===== src/rtl/csw_pkg.sv =====
// Shared layout of the status word.
// Assumes: the bit order is fixed because the stacked image is decoded elsewhere.
package csw_pkg;
    localparam int WORD_W  = 8;
    localparam int LEVEL_W = 2;
    localparam int BANK_W  = 2;

    typedef struct packed {
        logic               ie;
        logic               z;
        logic               bank_hi;
        logic               ac;
        logic               bank_lo;
        logic [LEVEL_W-1:0] isp;
        logic               cy;
    } csw_t;

    localparam csw_t CSW_RESET = csw_t'(8'h06);
endpackage


===== src/rtl/csw_gate.sv =====
// Interrupt acceptance gate: a request passes only when it is enabled,
// unmasked and strictly more urgent than the in-service level.
// Assumes: a lower level value means more urgent.
module csw_gate #(
    parameter int LEVEL_W = 2
) (
    input  logic               ie,
    input  logic [LEVEL_W-1:0] isp,
    input  logic               req,
    input  logic [LEVEL_W-1:0] level,
    input  logic               masked,
    output logic               accept
);
    // Combine the enable, the mask and the level comparison.
    always_comb begin
        accept = req & ie & ~masked & (level < isp);
    end
endmodule


===== src/rtl/csw_next.sv =====
// Next-value logic of the status word. Later assignments override earlier
// ones, field by field: ALU flags, then EI/DI/SEL, then acknowledge, then restore.
// Assumes: ack_take is already qualified by acceptance.
module csw_next
    import csw_pkg::*;
(
    input  csw_t               cur,
    input  logic               flag_we,
    input  logic               res_zero,
    input  logic               res_half_carry,
    input  logic               res_carry,
    input  logic               ei_op,
    input  logic               di_op,
    input  logic               sel_op,
    input  logic [BANK_W-1:0]  sel_bank,
    input  logic               ack_take,
    input  logic [LEVEL_W-1:0] ack_level,
    input  logic               restore_op,
    input  logic [WORD_W-1:0]  restore_word,
    output csw_t               nxt
);
    // Apply the updates from lowest to highest priority.
    always_comb begin
        nxt = cur;
        if (flag_we) begin
            nxt.z  = res_zero;
            nxt.ac = res_half_carry;
            nxt.cy = res_carry;
        end
        if (sel_op) begin
            nxt.bank_hi = sel_bank[1];
            nxt.bank_lo = sel_bank[0];
        end
        if (ei_op) nxt.ie = 1'b1;
        if (di_op) nxt.ie = 1'b0;
        if (ack_take) begin
            nxt.ie  = 1'b0;
            nxt.isp = ack_level;
        end
        if (restore_op) nxt = csw_t'(restore_word);
    end
endmodule


===== src/rtl/cpu_status_word.sv =====
// Status word register with interrupt acceptance.
// Assumes: control strobes last one cycle; the stack write of save_word
// is done by the core when save_strobe is high.
module cpu_status_word
    import csw_pkg::*;
(
    input  logic               clk,
    input  logic               rst_n,
    input  logic               flag_we,
    input  logic               res_zero,
    input  logic               res_half_carry,
    input  logic               res_carry,
    input  logic               ei_op,
    input  logic               di_op,
    input  logic               sel_op,
    input  logic [BANK_W-1:0]  sel_bank,
    input  logic               push_op,
    input  logic               restore_op,
    input  logic [WORD_W-1:0]  restore_word,
    input  logic               irq_req,
    input  logic [LEVEL_W-1:0] irq_level,
    input  logic               irq_masked,
    input  logic               irq_ack,
    output logic [WORD_W-1:0]  psw,
    output logic [WORD_W-1:0]  save_word,
    output logic               save_strobe,
    output logic [BANK_W-1:0]  bank_sel,
    output logic               irq_accept
);
    csw_t word_q;
    csw_t word_d;
    logic ack_take;

    csw_gate #(.LEVEL_W(LEVEL_W)) i_gate (
        .ie     (word_q.ie),
        .isp    (word_q.isp),
        .req    (irq_req),
        .level  (irq_level),
        .masked (irq_masked),
        .accept (irq_accept)
    );

    // An acknowledge only counts for a request the gate lets through.
    always_comb ack_take = irq_ack & irq_accept;

    csw_next i_next (
        .cur            (word_q),
        .flag_we        (flag_we),
        .res_zero       (res_zero),
        .res_half_carry (res_half_carry),
        .res_carry      (res_carry),
        .ei_op          (ei_op),
        .di_op          (di_op),
        .sel_op         (sel_op),
        .sel_bank       (sel_bank),
        .ack_take       (ack_take),
        .ack_level      (irq_level),
        .restore_op     (restore_op),
        .restore_word   (restore_word),
        .nxt            (word_d)
    );

    // Hold the status word; reset has the highest priority.
    always_ff @(posedge clk) begin
        if (!rst_n) word_q <= CSW_RESET;
        else        word_q <= word_d;
    end

    // Drive the outputs from the registered word.
    always_comb begin
        psw         = word_q;
        save_word   = word_q;
        save_strobe = push_op | ack_take;
        bank_sel    = {word_q.bank_hi, word_q.bank_lo};
    end
endmodule


===== config.mk =====
export PLATFORM = sky130hd
export DESIGN_NAME = cpu_status_word
export DESIGN_NICKNAME = d
export VERILOG_FILES = /design/src/rtl/csw_pkg.sv /design/src/rtl/csw_gate.sv /design/src/rtl/csw_next.sv /design/src/rtl/cpu_status_word.sv
export SDC_FILE = /design/constraint.sdc
export NUM_CORES = 1
export LEC_CHECK = 0
export BUFFER_PORTS_ARGS = -buffer_cell sky130_fd_sc_hd__buf_4
export CAP_MARGIN = 0
export CORE_MARGIN = 2
export CORE_UTILIZATION = 35
export DETAILED_ROUTE_END_ITERATION = 10
export PLACE_DENSITY = 0.84
export SLEW_MARGIN = 20
export SYNTH_ARGS = -nofsm -noshare
export SYNTH_HDL_FRONTEND = slang
export SYNTH_SLANG_ARGS = --single-unit

===== constraint.sdc =====
create_clock -name clk -period 2.2 [get_ports clk]
set_input_delay 0.44 -clock clk [delete_from_list [all_inputs] [get_ports clk]]
set_output_delay 0.44 -clock clk [all_outputs]
set_load 0.01 [all_outputs]

[Yosys cells after proc, flatten, opt, wreduce, memory -nomap -nowiden]
Index checks and enable logic that the tools add are counted.
Cells by class
  mux-type cells: 10
  $lt $le $gt $ge: 1
  reductions and logical operators: 4
  bitwise gates (word level): 6
Operators by type and width (count)
  $mux 1: 8
  $mux 8: 1
  $reduce_bool 2->1: 3
  $and 1x1->1: 4
  $reduce_bool 4->1: 1
  $lt 2x2->1: 1
  $mux 2: 1
  $not 1->1: 1
  $or 1x1->1: 1
Storage, ports and cells
  register bits: 8
  output and inout port bits: 20

[Longest topological paths before layout]
  depth after elaboration: 6
  depth in mapped cells: 6

[Cells and area by module]
A second synthesis with hierarchy kept.
Unflattened totals
  cells, all modules: 58
  area, all modules: 506.7 µm²
By module, submodules not included
  cpu_status_word: cells an instance 28, seq. area each 160.2 µm², times used 1, area each 299.0 µm²
  csw_next: cells an instance 25, seq. area each 0.0 µm², times used 1, area each 166.4 µm²
  csw_gate: cells an instance 5, seq. area each 0.0 µm², times used 1, area each 41.3 µm²

[Worst setup path after synthesis]
Ideal clock, no wire load.
  kind: reg-to-output
  start point: reg word_q (netlist bit psw[2])
  end point: out save_strobe
  stages on the path, launching flop included: 6
  path slack: 336 ps
  arrival: 1424 ps
  cell sequence: dfxtp_1 inv_1 ha_1 or2_1 a2111o_1 or2b_1
Between the ends
  cells in the longest elaborated chain, start to end: 4
RTL lines
  from (decl): RTL line cpu_status_word.sv:30  | csw_t word_q;
  from (signal assigned): RTL line cpu_status_word.sv:66  | else word_q <= word_d;
  $lt 2x2->1: RTL line csw_gate.sv:16  | accept = req & ie & ~masked & (level < isp);
  $and 1x1->1: RTL line csw_gate.sv:16
  $and 1x1->1: RTL line cpu_status_word.sv:44  | always_comb ack_take = irq_ack & irq_accept;
  $or 1x1->1: RTL line cpu_status_word.sv:73  | save_strobe = push_op | ack_take;
  to (decl): RTL line cpu_status_word.sv:26  | output logic save_strobe,
Every way passes these cells.

[Worst setup path after layout]
Same ends and word-level chain as after synthesis.

==> results.cfg <==
[status]
outcome = finished clean

[power_and_ir_drop]
comb_power_share = 0.297
switching_share = 0.262
p_per_area_nw_per_um2 = 479
p_leak_uw = 0.000426
power_uw = 391
vdd_drop_max_mv = 0.294
p_int_uw = 288
p_seq_frac = 0.416
pwr-share-clk = 0.287
p_sw_uw = 103

[synthesis]
yosysUniqueCellTypes = 21
ys.flop_type = dfxtp_1
yosysWarnings = 0
yosysSeqAreaShare = 0.311
async_flop_share = 0
ys_top_cells_by_count = buf_4, dfxtp_1, nand2_1
synthTopCellsByArea = dfxtp_1, buf_4, mux2i_1
synth_cells = 63
ys_seq_elements = 8
syn-cell-area_sq_um = 515
syn_avg_cell_area_sq_um = 8.18
synth_most_common_cell = buf_4
synth_top_area_cell = dfxtp_1
synth_nets = 90
synth_edf_count = 0
yosysTopAreaCellShare = 0.311

[min_path]
whs_endpoint = psw[6]$_SDFFE_PN0P_
hp-start = rst_n
holdPathStages = 2
hold_path_class = in -> reg

[cts]
clockBufferDepth = 2
clk_pin_slew_worst_paths_ns = 0.06
cts.repair.resized = 0
cts_tree = yes
cts-root-buf = clkbuf_4
cts_buffers = 3
htree_levels = 1
clk_latency_ns = 0.25
cts_hold_buf = 0
cts_sinks = 8
cts_setup_buffers = 0

[route]
dr.pass1.iters = 4
wl_microns = 1350
postRouteAntennaNets = 0
route.detailed.drc = 0
vias_per_cell = 4.73
dr_total_vias = 544
wl_per_cell_microns = 11.8
drt_iter0_drc = 5

[timing]
tns_ns = 0
setup_viol = 0
period_share = 0.967
clock_skew_ns = 0.0000480
finalHoldViolations = 0
whs_ns = 0.443
maxSlewHeadroom = 0.858
period_minus_slack_ns = 2.13
worst_pin_slew_ns = 0.211
grt_setup_unrepaired = false
fmax_mhz = 470
slew_violations = 0

[setup_path]
max_stage_delay_ns = 0.37
worstPathArrival_ns = 1.69
cp.required_ns = 1.76
ff2ff_path_depth = 7
path_buf_inv = 2
crit_family = simple AND/OR/NAND/NOR gates
worstPathMaxFanout = 4
slowest_stage = dfxtp_1
r2r-end = psw[2]$_SDFFE_PN1P_
cp-start-kind = flip-flop
worstSetupEndpointType = primary output
crit_chain = inv_1 > ha_1 > or2_1 > a2111o_1 > or2b_1 > buf_4
path_class = reg -> out
r2r_setup_slack_ns = 0.50
reg2reg_from = psw[2]$_SDFFE_PN1P_

[layout]
multiInputGateArea_sq_um = 262
drive_above_1_share = 0.510
syn2layout_area_growth_pct = 58.3
nets = 129
seq_area_sq_um = 160
num_antenna_cells = 0
fillerInstances = 131

[die]
initial_utilization = 0.386
die_area_sq_um = 1800
core_sq_um = 1330
die_w_microns = 42.4
std_cell_rows = 13
num_io_pins = 46
die_y_microns = 42.4

[placement]
port_buffers = 45
dp_hpwl_microns = 1140
routabilityCongestion = 0.679

[global_route]
grt_usage = 0.141
grt_pass1_wl_microns = 1910
grt_pass1_vias = 455
grt_max_degree = 15
overflow = 0
antenna_found_initial = 0

[job]
maxCapViolations = 0
==> state kept, by name, indices dropped and copies added, names as in the netlist <==
register / flops
bank_sel: 2
psw: 6
==> area by class of cell <==
class	count	area share
clock buffer	3	0.0276
sequential	8	0.196
inverter	2	0.00920
tap	15	0.0230
timing repair buffer	46	0.423
multi-input combinational	41	0.321
==> logic make-up after synthesis <==
logic type / synth area share
AO/OA/AOI/OAI: 0.114
adder cells (fa/ha/maj): 0.0243
buffers and inverters: 0.182
flip-flops: 0.311
multiplexers: 0.0971
AND/OR/NAND/NOR: 0.272
==> power groups by stage <==
stage	sequential (uW)	combinational [uW]	clock [uW]
finish	163	116	112
global route	164	125	121
CTS	163	118	115
detailed placement	166	117	0
global placement	166	114	0
floorplan	169	54.2	0
==> worst max path at each step <==
stage,start,endpoint,slack (ns),cells past startpoint
2_1_floorplan,irq_level[1],save_strobe,0.34,4
3_5_place_dp,irq_level[1],save_strobe,0.17,6
4_1_cts,psw[2]$_SDFFE_PN1P_,save_strobe,0.05,6
5_1_grt,psw[2]$_SDFFE_PN1P_,save_strobe,0.004,6
3_3_place_gp,irq_level[1],save_strobe,0.21,6
6_report,psw[2]$_SDFFE_PN1P_,save_strobe,0.07,6
==> layout by cell type, fill, tap and decap left out, drive strengths merged <==
| cell type | netlist | routed |
|---|---|---|
| buf | 11 | 46 |
| a2111o | 1 | 1 |
| nor3 | 4 | 4 |
| o21ai | 5 | 5 |
| dfxtp | 8 | 8 |
| ha | 1 | 1 |
| a211oi | 2 | 2 |
| or2b | 2 | 2 |
| mux2i | 5 | 5 |
| nand2 | 7 | 7 |
| and2 | 5 | 5 |
| or2 | 1 | 1 |
| clkbuf | 1 | 3 |
| nor2b | 1 | 1 |
| nor3b | 1 | 1 |
| nand2b | 1 | 1 |
| inv | 2 | 2 |
| a22oi | 1 | 1 |
| nor2 | 4 | 4 |
==> per-stage QoR <==
step / std cells / area, sq um / setup WS (ns) / util
after global routing: 115 / 816 / 0.00416 / 0.612
after detailed placement: 112 / 793 / 0.170 / 0.595
after global placement: 112 / 793 / 0.213 / 0.595
final: 115 / 816 / 0.0725 / 0.612
after floorplan: 63 / 515 / 0.336 / -
after CTS: 115 / 816 / 0.0514 / 0.612
==> per-layer routing <==
metal,track usage,vias up,routed length [microns]
met3,0.0172,4,83
met1,0.142,241,510
met5,0,-,0
met2,0.265,24,738
met4,0.0938,0,21
li1,-,275,-
No activity file was read; power rests on OpenSTA's default activity.
